`src/rtl/rtc_pkg.sv`:
```
package rtc_pkg;
  localparam int unsigned AW = 5;
  localparam int unsigned DW = 8;

  typedef logic [DW-1:0] bcd8_t;

  localparam logic [AW-1:0] A_SEC  = 5'h00;
  localparam logic [AW-1:0] A_MIN  = 5'h01;
  localparam logic [AW-1:0] A_HOUR = 5'h02;
  localparam logic [AW-1:0] A_DAY  = 5'h03;
  localparam logic [AW-1:0] A_MON  = 5'h04;
  localparam logic [AW-1:0] A_YEAR = 5'h05;
  localparam logic [AW-1:0] A_WDAY = 5'h06;
  localparam logic [AW-1:0] A_CTRL = 5'h0D;

  localparam int unsigned C_RUN   = 0;
  localparam int unsigned C_ROUND = 1;
  localparam int unsigned C_COMP  = 2;
  localparam int unsigned C_12H   = 3;
  localparam int unsigned C_SNAP  = 6;

  typedef struct packed {
    bcd8_t sec;
    bcd8_t min;
    bcd8_t hour;
    bcd8_t day;
    bcd8_t mon;
    bcd8_t year;
    bcd8_t wday;
  } tod_t;

  function automatic bcd8_t bcd_inc(bcd8_t v);
    bcd8_t r;
    if (v[3:0] >= 4'd9) r = {v[7:4] + 4'd1, 4'd0};
    else                r = {v[7:4], v[3:0] + 4'd1};
    return r;
  endfunction

  function automatic logic is_leap(bcd8_t y);
    int unsigned b;
    b = int'(y[7:4]) * 10 + int'(y[3:0]);
    return (b % 4) == 0;
  endfunction

  function automatic bcd8_t month_len(bcd8_t m, bcd8_t y);
    bcd8_t r;
    case (m)
      8'h02:                      r = is_leap(y) ? 8'h29 : 8'h28;
      8'h04, 8'h06, 8'h09, 8'h11: r = 8'h30;
      default:                    r = 8'h31;
    endcase
    return r;
  endfunction
endpackage

```
`src/rtl/rtc_bcd_wrap.sv`:
```
module rtc_bcd_wrap #(
  parameter logic [7:0] MAX_V = 8'h59,
  parameter logic [7:0] MIN_V = 8'h00
) (
  input  logic       clk_i,
  input  logic       rst_ni,
  input  logic       ld_i,
  input  logic [7:0] ld_val_i,
  input  logic       inc_i,
  input  logic       clr_i,
  output logic [7:0] val_o,
  output logic       wrap_o
);
  logic [7:0] val_q;

  always_ff @(posedge clk_i or negedge rst_ni) begin
    if (!rst_ni)     val_q <= MIN_V;
    else if (ld_i)   val_q <= ld_val_i;
    else if (clr_i)  val_q <= MIN_V;
    else if (inc_i)  val_q <= (val_q >= MAX_V) ? MIN_V : rtc_pkg::bcd_inc(val_q);
  end

  assign val_o  = val_q;
  assign wrap_o = inc_i && (val_q >= MAX_V);
endmodule

```
`src/rtl/rtc_hour_cnt.sv`:
```
module rtc_hour_cnt (
  input  logic       clk_i,
  input  logic       rst_ni,
  input  logic       mode12_i,
  input  logic       ld_i,
  input  logic [7:0] ld_val_i,
  input  logic       inc_i,
  output logic [7:0] val_o,
  output logic       wrap_o
);
  logic [7:0] val_q, nxt_c, low_c, low_inc;
  logic       pm, wrap_c;

  assign pm      = val_q[7];
  assign low_c   = {3'b000, val_q[4:0]};
  assign low_inc = rtc_pkg::bcd_inc(low_c);

  always_comb begin
    wrap_c = 1'b0;
    if (mode12_i) begin
      if (low_c == 8'h12) begin
        nxt_c = {pm, 2'b00, 5'h01};
      end else if (low_c == 8'h11) begin
        nxt_c  = {~pm, 2'b00, 5'h12};
        wrap_c = pm;
      end else begin
        nxt_c = {pm, 2'b00, low_inc[4:0]};
      end
    end else begin
      if (val_q >= 8'h23) begin
        nxt_c  = 8'h00;
        wrap_c = 1'b1;
      end else begin
        nxt_c = rtc_pkg::bcd_inc(val_q);
      end
    end
  end

  always_ff @(posedge clk_i or negedge rst_ni) begin
    if (!rst_ni)    val_q <= 8'h00;
    else if (ld_i)  val_q <= ld_val_i;
    else if (inc_i) val_q <= nxt_c;
  end

  assign val_o  = val_q;
  assign wrap_o = inc_i && wrap_c;
endmodule

```
`src/rtl/rtc_date_cnt.sv`:
```
module rtc_date_cnt #(
  parameter int unsigned NFLD = 4
) (
  input  logic            clk_i,
  input  logic            rst_ni,
  input  logic [NFLD-1:0] ld_i,       // day, month, year, weekday
  input  logic [7:0]      ld_val_i,
  input  logic            inc_i,
  output logic [7:0]      day_o,
  output logic [7:0]      mon_o,
  output logic [7:0]      year_o,
  output logic [7:0]      wday_o
);
  logic [7:0] day_q, mon_q, year_q, wday_q, last_c;

  assign last_c = rtc_pkg::month_len(mon_q, year_q);

  always_ff @(posedge clk_i or negedge rst_ni) begin
    if (!rst_ni) begin
      day_q  <= 8'h01;
      mon_q  <= 8'h01;
      year_q <= 8'h00;
      wday_q <= 8'h00;
    end else begin
      if (inc_i) begin
        if (day_q >= last_c) begin
          day_q <= 8'h01;
          if (mon_q >= 8'h12) begin
            mon_q  <= 8'h01;
            year_q <= (year_q >= 8'h99) ? 8'h00 : rtc_pkg::bcd_inc(year_q);
          end else begin
            mon_q <= rtc_pkg::bcd_inc(mon_q);
          end
        end else begin
          day_q <= rtc_pkg::bcd_inc(day_q);
        end
        wday_q <= (wday_q >= 8'h06) ? 8'h00 : wday_q + 8'h01;
      end
      if (ld_i[0]) day_q  <= ld_val_i;
      if (ld_i[1]) mon_q  <= ld_val_i;
      if (ld_i[2]) year_q <= ld_val_i;
      if (ld_i[3]) wday_q <= ld_val_i;
    end
  end

  assign day_o  = day_q;
  assign mon_o  = mon_q;
  assign year_o = year_q;
  assign wday_o = wday_q;
endmodule

```
`src/rtl/rtc_bcd_calendar.sv`:
```
module rtc_bcd_calendar
  import rtc_pkg::*;
#(
  parameter int unsigned NTIME = 7
) (
  input  logic          clk_i,
  input  logic          rst_ni,
  input  logic          tick_1hz_i,
  input  logic          we_i,
  input  logic [AW-1:0] addr_i,
  input  logic [DW-1:0] wdata_i,
  output logic [DW-1:0] rdata_o,
  output logic          sec_evt_o,
  output logic          min_evt_o,
  output logic          hour_evt_o,
  output logic          day_evt_o
);
  localparam int unsigned NEVT = 4;

  logic run_q, round_q, comp_q, m12_q, snap_q;
  tod_t live, snap_tod_q, view;
  logic [NTIME-1:0] ld;
  logic time_wr, ctrl_wr, adv, rnd;
  logic sec_wrap, sec_carry, min_wrap, hour_wrap;
  logic [NEVT-1:0] evt_q;
  logic [DW-1:0] ctrl_rd;

  assign time_wr = we_i && (addr_i <= A_WDAY);
  assign ctrl_wr = we_i && (addr_i == A_CTRL);
  assign ld      = time_wr ? (NTIME'(1) << addr_i) : '0;
  assign adv     = run_q && tick_1hz_i && !time_wr;
  assign rnd     = adv && round_q;

  rtc_bcd_wrap #(.MAX_V(8'h59), .MIN_V(8'h00)) u_sec (
    .clk_i, .rst_ni, .ld_i(ld[0]), .ld_val_i(wdata_i),
    .inc_i(adv && !rnd), .clr_i(rnd), .val_o(live.sec), .wrap_o(sec_wrap)
  );

  assign sec_carry = sec_wrap || (rnd && (live.sec >= 8'h30));

  rtc_bcd_wrap #(.MAX_V(8'h59), .MIN_V(8'h00)) u_min (
    .clk_i, .rst_ni, .ld_i(ld[1]), .ld_val_i(wdata_i),
    .inc_i(sec_carry), .clr_i(1'b0), .val_o(live.min), .wrap_o(min_wrap)
  );

  rtc_hour_cnt u_hour (
    .clk_i, .rst_ni, .mode12_i(m12_q), .ld_i(ld[2]), .ld_val_i(wdata_i),
    .inc_i(min_wrap), .val_o(live.hour), .wrap_o(hour_wrap)
  );

  rtc_date_cnt #(.NFLD(NTIME-3)) u_date (
    .clk_i, .rst_ni, .ld_i(ld[NTIME-1:3]), .ld_val_i(wdata_i), .inc_i(hour_wrap),
    .day_o(live.day), .mon_o(live.mon), .year_o(live.year), .wday_o(live.wday)
  );

  always_ff @(posedge clk_i or negedge rst_ni) begin
    if (!rst_ni) begin
      run_q      <= 1'b0;
      round_q    <= 1'b0;
      comp_q     <= 1'b0;
      m12_q      <= 1'b0;
      snap_q     <= 1'b0;
      snap_tod_q <= '0;
    end else if (ctrl_wr) begin
      run_q   <= wdata_i[C_RUN];
      round_q <= wdata_i[C_ROUND];
      comp_q  <= wdata_i[C_COMP];
      m12_q   <= wdata_i[C_12H];
      snap_q  <= wdata_i[C_SNAP];
      if (wdata_i[C_SNAP]) snap_tod_q <= live;
    end else if (rnd) begin
      round_q <= 1'b0;
    end
  end

  always_ff @(posedge clk_i or negedge rst_ni) begin
    if (!rst_ni) evt_q <= '0;
    else         evt_q <= {hour_wrap, min_wrap, sec_carry, adv};
  end

  assign {day_evt_o, hour_evt_o, min_evt_o, sec_evt_o} = evt_q;

  assign view = snap_q ? snap_tod_q : live;

  always_comb begin
    ctrl_rd         = '0;
    ctrl_rd[C_RUN]   = run_q;
    ctrl_rd[C_ROUND] = round_q;
    ctrl_rd[C_COMP]  = comp_q;
    ctrl_rd[C_12H]   = m12_q;
    ctrl_rd[C_SNAP]  = snap_q;
  end

  always_comb begin
    case (addr_i)
      A_SEC:   rdata_o = view.sec;
      A_MIN:   rdata_o = view.min;
      A_HOUR:  rdata_o = view.hour;
      A_DAY:   rdata_o = view.day;
      A_MON:   rdata_o = view.mon;
      A_YEAR:  rdata_o = view.year;
      A_WDAY:  rdata_o = view.wday;
      A_CTRL:  rdata_o = ctrl_rd;
      default: rdata_o = '0;
    endcase
  end
endmodule

```
`config.mk`:
```
export PLATFORM = sky130hd
export DESIGN_NAME = rtc_bcd_calendar
export DESIGN_NICKNAME = d
export VERILOG_FILES = /design/src/rtl/rtc_pkg.sv /design/src/rtl/rtc_bcd_wrap.sv /design/src/rtl/rtc_hour_cnt.sv /design/src/rtl/rtc_date_cnt.sv /design/src/rtl/rtc_bcd_calendar.sv
export SDC_FILE = /design/constraint.sdc
export NUM_CORES = 1
export LEC_CHECK = 0
export BUFFER_PORTS_ARGS = -buffer_cell sky130_fd_sc_hd__clkbuf_2
export CAP_MARGIN = 20
export CORE_MARGIN = 3
export CORE_UTILIZATION = 37
export DETAILED_ROUTE_END_ITERATION = 10
export GPL_ROUTABILITY_DRIVEN = 0
export PLACE_DENSITY = 0.53
export SYNTH_ARGS = -nofsm -noshare
export SYNTH_HDL_FRONTEND = slang
export SYNTH_SLANG_ARGS = --single-unit
```
`constraint.sdc`:
```
create_clock -name clk_i -period 5.1 [get_ports clk_i]
set_clock_uncertainty 0.15 [all_clocks]
set_input_delay 1.02 -clock clk_i [delete_from_list [all_inputs] [get_ports clk_i]]
set_output_delay 1.02 -clock clk_i [all_outputs]
set_load 0.1 [all_outputs]
```
## Word level (Yosys, flattened, before mapping)

Index checks and enable logic that the tools add are counted.

- Register bits after elaboration: 121
- Input port bits: 17
- Output and inout bits: 12
- Logic and storage cells: 168

- Add/sub/neg operators: 15
- Multiply operators: 1
- Magnitude comparators: 15
- Eq/ne operators: 17
- Shift operators: 1
- Muxes and demuxes: 46
- Bitwise operators: 1
- Reduce and logical (&&, ||, !) cells: 44

Operators by type and width:

| operator | count |
|---|---|
| $mux 8 | 34 |
| $pmux 8 s8 | 1 |
| $mux 56 | 1 |
| $add 4x1->4 const B | 12 |
| $logic_not 32->1 | 1 |
| $ge 4x4->1 const B | 6 |
| $reduce_bool 2->1 | 10 |
| $eq 8x3->1 const B | 2 |
| $ge 8x6->1 const B | 2 |
| $ge 8x7->1 const B | 2 |
| $pmux 8 s2 | 1 |
| $eq 5x3->1 const B | 3 |
| $reduce_bool 3->1 | 5 |
| $reduce_and 2->1 | 6 |
| $eq 5x2->1 const B | 2 |
| $eq 5x5->1 const B | 2 |
| $logic_and 1x1->1 | 10 |
| $reduce_and 3->1 | 3 |
| $add 8x1->8 const B | 1 |
| $eq 8x2->1 const B | 1 |
| $eq 8x4->1 const B | 1 |
| $eq 8x5->1 const B | 1 |
| $ge 8x3->1 const B | 1 |
| $ge 8x5->1 const B | 1 |
| other kinds (22) | 31 |

## Longest topological paths before layout

Gate-level depths: netlist (run 1).

- Depth after elaboration: 13
- Depth in mapped cells: 15
- Mapped depth without buffers: 14

## Hierarchy

Synthesis (run 1) repeated with hierarchy kept, for this count alone.

- Cell total of the unflattened synthesis: 727
- Area, all modules: 7,592.3 um^2

Modules (own cells, without submodules):

| module | times used | cells an instance | area each (um^2) | seq. area each (um^2) |
|---|---|---|---|---|
| rtc_bcd_calendar | 1 | 277 | 3,545.9 | 1,626.6 |
| rtc_date_cnt | 1 | 242 | 2,244.7 | 803.3 |
| rtc_bcd_wrap | 2 | 62 | 549.3 | 200.2 |
| rtc_hour_cnt | 1 | 84 | 703.2 | 200.2 |

## Worst setup path before layout (run 1)

OpenSTA, ideal clock, no wires.

- Path kind: input to output
- From: input port addr_i[3]
- To: output port rdata_o[4]
- Data arrival time: 4.177 ns
- Data required time: 3.930 ns
- Path slack: -0.247 ns
- Stages on the path: 6
- Path buffers: 2
- Cell sequence: buf_2 > nor3b_2 > and2_1 > clkbuf_1 > a221oi_1 > o21ai_0

- Word-level cells in the longest chain between the ends: 2
- Elaborated cells between the ends (all ways): 9
- Classes of those cells: 7 x eq/ne; 1 x mux; 1 x reduce/logical

RTL lines:

| item | RTL line | source |
|---|---|---|
| start: declaration | rtc_bcd_calendar.sv:10 | `input logic [AW-1:0] addr_i,` |
| $eq 5x4->1 (tied with other cells) | rtc_bcd_calendar.sv:95 | `case (addr_i)` |
| $pmux 8 s8 (*) | rtc_bcd_calendar.sv:95 |  |
| end: declaration | rtc_bcd_calendar.sv:12 | `output logic [DW-1:0] rdata_o,` |

Mark *: on every way between the ends. The rest lies on a longest branch, timed or not.

## Final worst setup path (run 1)

- From: input port addr_i[3]
- To: output port rdata_o[6]

Same word-level chain as after synthesis.

==> results of run 1 <==
[worst min-delay path, cell delays in order, from the launching register on]
cell and delay, ps:
dfrtp_1 340, nand2_1 50, o21ai_0 60
[per-stage QoR]
stage / utilization (%) / worst slack (ps) / area (um2)
floorplan: - / 321.4 / 7347
global placement: 40.37 / 792.9 / 7704
detailed placement: 40.37 / 743.0 / 7704
CTS: 43.67 / 741.9 / 8332
global route: 43.69 / 584.5 / 8337
finish: 43.69 / 639.5 / 8337
[routing by layer]
metal | part of all wire, % | up-vias | wire length (um)
met5 | 0 | - | 0
met4 | 3.0 | 0 | 675
met3 | 5.4 | 39 | 1238
met2 | 45 | 202 | 10330
met1 | 46 | 3099 | 10540
li1 | - | 2867 | -
[cells by family (layout without fill, tap and decap cells)]
group	count (synthesis)	count (layout)	share of synthesized area (%)
buffers and inverters	74	99	4.189
AND/OR/NAND/NOR	250	250	17.05
adder cells (fa/ha/maj)	39	39	6.642
XOR/XNOR	2	2	0.2385
multiplexers	80	80	11.61
flip-flops	121	121	41.25
AO/OA/AOI/OAI	209	209	19.02
[path summary, 6_finish.rpt]
path / start / to / slack, ps / cells past startpoint
max in group asynchronous: rst_ni / snap_tod_q[14] / 3220 / 2
worst max-delay path: addr_i[3] / rdata_o[6] / 640 / 7
worst min register to register: snap_tod_q[0] / snap_tod_q[0] / 340 / 2
worst min-delay path: snap_tod_q[0] / snap_tod_q[0] / 340 / 2
worst max register to register: u_date.mon_o[1] / u_date.year_o[5] / 1140 / 14
min in group asynchronous: rst_ni / u_sec.val_o[2] / 550 / 1
[flip-flops by register name (all words and copies together) (netlist names), 4 cells and up]
register,cells
u_hour.val_o,8
u_date.mon_o,8
u_date.day_o,8
u_min.val_o,8
u_sec.val_o,8
evt_q,4
snap_tod_q,56
u_date.wday_o,8
u_date.year_o,8
[layout make-up]
cell class	instances	area, um2
tap	260	325.3
fill	1860	10740
clock buffer	19	452.9
sequential	121	3032
multi-input combinational	580	4011
timing repair buffer	39	235.2
clock inverter	13	175.2
inverter	28	105.1
[power by group]
part | switching, uW | internal [uW]
Combinational | 669 | 386
Clock | 452 | 838
Sequential | 247 | 1140
Total | 1370 | 2360
[placed cells by master (no fill, tap or decap), drive strengths merged, types with 25 or more instances in the layout]
cell and n:
o21ai 78, mux2i 38, dfrtp 119, nor2 38
ha 39, clkbuf 46, nand3 25, inv 28
mux2 42, nand2 94
==> results by group, run 1 <==
Run status
  – Status: finished, final reports clean

Worst setup path
  – Critical Path AT: between 3000 and 4000 ps
  – Crit path max-delay cell type: clkbuf_2
  – Startpoint types: primary input
  – WP buf/inv: 2
  – Cell mode on critical path: clkbuf_2
  – Crit path kind: in -> out
  – Critical-path maximum fanout: 17
  – Worst path max stage delay: between 500 and 600 ps
  – WP data required: roughly 3900 ps
  – CP endpoint kind: output port
  – CP top delay family: simple AND/OR/NAND/NOR gates
  – Crit path cell chain: clkbuf_2, nor3b_2, and2_1, a222oi_1, and3_1, o22ai_1, clkbuf_2

Floorplanning
  – Initial core utilization: 38.50%
  – Die span in y: 146.9 um
  – Std-Cell Rows: 50
  – Die ar.: about 22000 um2
  – Die width: 146.9 um
  – Core Region: about 19000 um2
  – I/O Pins: 29

STA
  – Final period util: between 80 and 90%
  – Final setup violation count: 0
  – Slew @ Worst Pin: 892.6 ps
  – Hold slack: about 340 ps
  – Setup_tns: 0 ps
  – Slew margin rel.: a little over 40%
  – RSZ-0062 raised after global routing: no
  – Post-layout min period: between 4000 and 5000 ps
  – Final hold vios: 0
  – F_max: roughly 220 MHz
  – Final Slew Violations: 0

CTS
  – CTS tree: done
  – Clk sinks: 121
  – Clk Latency, worst-skew pair: roughly 420 ps
  – Max clock buf depth: 2
  – Num CTS Buffers: 17
  – Clk root buf: clkbuf_16
  – CTS hold repair buffers: 0
  – Post-cts resize count: 0
  – Post-CTS Setup Bufs: 0
  – H-tree levels: 4
  – Clk slew on worst S/H paths: 60 ps

Finish
  – Layout cells sized above 1: between 10% and 20%
  – Layout area overhead: 13.47%
  – Ant diodes: 0
  – Nets@finish: 843
  – Fin cells: ~1100

Synthesis
  – Most common cell in the netlist: dfrtp_1
  – Top cells by instance count after synthesis: dfrtp_1 (119), nand2_1 (94), o21ai_0 (77)
  – Post-synth top area share: 40.53%
  – Ys async rst share: 100.0%
  – Synth area leader: dfrtp_1
  – Register area share after synthesis: 41.25%
  – Top post-synthesis cells by area: dfrtp_1 (41%), ha_1 (6.6%), mux2_2 (6.4%), o21ai_0 (5.2%), mux2i_1 (5.2%)
  – Post-Syn Instances: 775
  – Post-Syn Nets: just over 800
  – Flops & latches, synth: 121
  – Mapped Avg Cell Area: 9.480 um2
  – Top FF cell, synth: dfrtp_1
  – Synth cell types: ~70
  – EDFF count, synth: 0
  – Mapped Area: roughly 7300 um2
  – Syn. warnings: 0

Worst hold path
  – Hold crit path type: reg -> reg

Place
  – DP Cell Count: 1027
  – # port buffers: 28
  – Hpwl dp: ~16 mm

GRT
  – Via count of the first global-routing pass: approximately 6000
  – Antenna violations before repair: 0
  – Met1 Usage GRT: between 30 and 40%
  – GRT Total Usage: between 20% and 30%
  – Grt met3 use: between 4 and 5%
  – Overflow left after global routing: 0
  – Largest net degree at the start of global routing: 68
  – GRT busiest layer: met2
  – Global-route wire length before repair: between 30 and 40 mm
  – Met2 Track Usage GR: roughly a third

Routing
  – Vias: between 6000 and 7000
  – Initial DRT Pass Iterations: 5
  – Residual DRC: 0
  – Remaining antenna violation count: 0
  – WL per Instance: around 21 um
  – Wirelength, routed: 22.79 mm
  – Number of vias per cell: just under 6
  – DRT iter0 DRCs: 500

Job
  – Maximum Capacitance Violations: 0

Power
  – LEAKAGE: approximately 0.0038 uW
  – Overall power consumption: approximately 3700 uW
  – Pwr/cell area: 447.0 nW/um2
  – VDD IR-drop max: 230.4 uV
(Power assumes the default switching activity.)
==> run 2, diff against run 1 <==
--- a/config.mk
+++ b/config.mk
@@ -5,10 +5,12 @@
 export SDC_FILE = /design/constraint.sdc
 export NUM_CORES = 1
 export LEC_CHECK = 0
+export ABC_AREA = 1
 export BUFFER_PORTS_ARGS = -buffer_cell sky130_fd_sc_hd__clkbuf_2
 export CAP_MARGIN = 20
 export CORE_MARGIN = 3
 export CORE_UTILIZATION = 37
+export CTS_BUF_LIST = sky130_fd_sc_hd__clkbuf_16
 export DETAILED_ROUTE_END_ITERATION = 10
 export GPL_ROUTABILITY_DRIVEN = 0
 export PLACE_DENSITY = 0.53
==> constraint.sdc (replaced) <==
create_clock -name clk_i -period 5.1 [get_ports clk_i]
set_clock_uncertainty 0.15 [all_clocks]
set_input_delay 0.51 -clock clk_i [delete_from_list [all_inputs] [get_ports clk_i]]
set_output_delay 0.51 -clock clk_i [all_outputs]
set_load 0.1 [all_outputs]
==> run 2 against run 1 <==
  * Combinational power decreased by 21%
  * Sequential share of layout area decreased by 0.53 points
  * Sequential cell count unchanged
  * Count of clock-buffer cells in the layout decreased by 2
  * Setup slack improved by 800 ps
  * Die area increased by 2.1%
  * Area after synthesis increased by 2.2%
  * Non-clock buffer count decreased by 5
  * Sequential power decreased by 9%
  * Power decreased by 13%
  * Routed wire length decreased by 1.8%
  * Critical endpoint is now rdata_o[4]
==> results by group, run 2 <==
Place
  – Post-place setup slack: 1889 ps
  – Hpwl dp: between 15 and 20 mm
  – # port buffers: 28
  – Area after DPL: slightly below 8000 um2

Routing
  – DRT iter0 DRCs: between 500 and 600
  – Vias: around 6700
  – WL per Instance: about 17 um
  – Number of vias per cell: approximately 5.2
  – Initial DRT Pass Iterations: 5
  – Remaining antenna violation count: 0
  – Wirelength, routed: 22.38 mm
  – Residual DRC: 0

Worst setup path
  – Crit path kind: reg -> out
  – CP endpoint kind: output port
  – WP data required: around 4400 ps
  – Reg2Reg Depth: 17
  – Critical-path maximum fanout: 43
  – Startpoint types: flip-flop
  – Critical Path AT: approximately 3000 ps

STA
  – Final hold vios: 0
  – Slew @ Worst Pin: 1007 ps
  – F_max: around 270 MHz
  – Slew margin rel.: between 30% and 40%
  – Hold slack: roughly 180 ps
  – RSZ-0062 raised after global routing: no
  – Worst setup margin: 1444 ps
  – Final setup violation count: 0
  – Final Slew Violations: 0
  – Final period util: 71.68%
  – Setup_tns: 0 ps
  – Post-layout min period: about 3700 ps

CTS
  – Clk slew on worst S/H paths: roughly 60 ps
  – Clk root buf: clkbuf_16
  – Num CTS Buffers: 17
  – Clk Latency, worst-skew pair: around 430 ps
  – Max clock buf depth: 2
  – H-tree levels: 4
  – CTS tree: done
  – Clk sinks: around 120

Synthesis
  – Top FF cell, synth: dfrtp_1
  – Post-Syn Instances: between 900 and 1000
  – Synth area leader: dfrtp_1
  – Ys async rst share: between 90% and 100%
  – Register area share after synthesis: 40.35%
  – Syn. warnings: 0
  – Top cells by instance count after synthesis: nand2_1 (278), o21ai_0 (133), dfrtp_1 (119)
  – Top post-synthesis cells by area: dfrtp_1 (40%), nand2_1 (14%), o21ai_0 (8.9%), ha_1 (6.5%), inv_1 (5.5%)
  – Mapped Avg Cell Area: 7.579 um2
  – Post-synth top area share: about 40%
  – Flops & latches, synth: 121
  – Synth cell types: 44
  – Post-Syn Nets: ~1000
  – Most common cell in the netlist: nand2_1
  – EDFF count, synth: 0
  – Mapped Area: between 7000 and 8000 um2

Finish
  – Max reg flops: 56
  – Layout area overhead: 12.63%
  – Design area: roughly 8500 um2
  – Layout cells sized above 1: between 10% and 20%
  – Commonest cells after routing, fill and taps aside: nand2_1 (278), o21ai_0 (133), inv_1 (118), dfrtp_1 (118), nand3_1 (68)
  – Commonest non-fill, non-tap cell in the layout: nand2_1
  – Ant diodes: 0
  – Largest Register: snap_tod_q
  – Nets@finish: between 1000 and 1500

Job
  – Maximum Capacitance Violations: 0

GRT
  – Met2 Track Usage GR: 30.89%
  – Largest net degree at the start of global routing: 110
  – Global-route wire length before repair: around 36 mm
  – Grt met3 use: 3.870%
  – Antenna violations before repair: 1
  – GRT Total Usage: about a fifth
  – Overflow left after global routing: 0
  – GRT busiest layer: met1
  – Via count of the first global-routing pass: 6335
  – Met1 Usage GRT: 32.19%

Power
  – VDD IR-drop max: roughly 200 uV
  – Pwr/cell area: approximately 380 nW/um2
  – LEAKAGE: 0.004050 uW

Floorplanning
  – Die ar.: between 20000 and 25000 um2
  – Initial core utilization: 38.09%
  – I/O Pins: 29
  – Die width: 148.5 um
  – Std-Cell Rows: 51
  – Core Region: 19720 um2
  – Die span in y: about 150 um

Run status
  – Status: finished, final reports clean

Worst hold path
  – Hold crit path type: in -> reg
  – Hold depth: 3
[run 2: changes by cell type after synthesis, moves of 13 or more]
cell      before  now
nand2_2        0   13
mux2i_1       38    0
nand3_1       24   68
mux2_2        42    4
a221oi_1      18    1
nand4_1        5   18
nor3_1        20    5
nand2_1       94  278
a21oi_1       22   42
o21ai_0       77  133
inv_1         28  110
[run 2: timing repair]
action                                 CTS  global route
endpoints found under the hold margin    0            18
hold buffers                             0             1
gates resized for setup                  0             0
buffers inserted                         0             0
[run 2: logic make-up (layout without fill, tap and decap cells)]
logic type	after synthesis	after routing	share of synthesized area, %
DFF	121	121	40.35
muxes	4	4	0.5997
AOI/OAI and AO/OA	231	231	17.04
xor gates and xnor gates	15	15	1.749
adders and majority gates	39	39	6.497
buffers and inverters	142	181	7.546
and+or+nand+nor	439	439	26.22
[run 2: worst paths after layout]
kind	from	slack [ps]	end
max in group asynchronous	rst_ni	3710	snap_q
min in group asynchronous	rst_ni	370	evt_q[0]
hold reg to reg	snap_tod_q[18]	330	snap_tod_q[18]
setup / recovery	snap_q	1440	rdata_o[4]
setup reg to reg	u_date.mon_o[0]	1840	u_date.day_o[3]
hold / removal	wdata_i[7]	180	u_date.mon_o[7]
[run 2: metrics by stage]
stage | utilization (%) | total power [uW] | cells
after floorplan | - | 1852 | 991
after CTS | 42.71 | 3246 | 1293
after global placement | 40.00 | 2107 | 1261
after detailed placement | 40.00 | 2105 | 1261
final | 42.90 | 3226 | 1295
after global routing | 42.90 | 3445 | 1295
[run 2: area by class of cell]
cell class                      instances  area, um2
Multi-Input combinational cell        728       3919
Tap cell                              265      331.6
Sequential cell                       121       3032
Timing Repair Buffer                   34      210.2
Fill cell                            2077      11260
Clock inverter                         15      110.1
Inverter                              115      431.7
Clock buffer                           17      425.4
[run 2: layer usage]
layer  routed length (um)  share of wire, %
met1                11340                51
met2                 9634                43
met3                 1121               5.0
met4                  274               1.2
met5                   13             0.058
[run 2: critical path: stages (launching register included)]
cell      delay [ps]
dfrtp_2          350
buf_4            350
inv_1            420
nand2_1          150
a21oi_1           80
nor4_1           620
nand4_1          160
clkbuf_2         410
[run 2: power by group]
group / total (uW) / internal (uW) / switching (uW)
sequential: 1260 / 1110 / 148
clock: 1130 / 694 / 433
combinational: 839 / 271 / 569
total: 3230 / 2080 / 1150
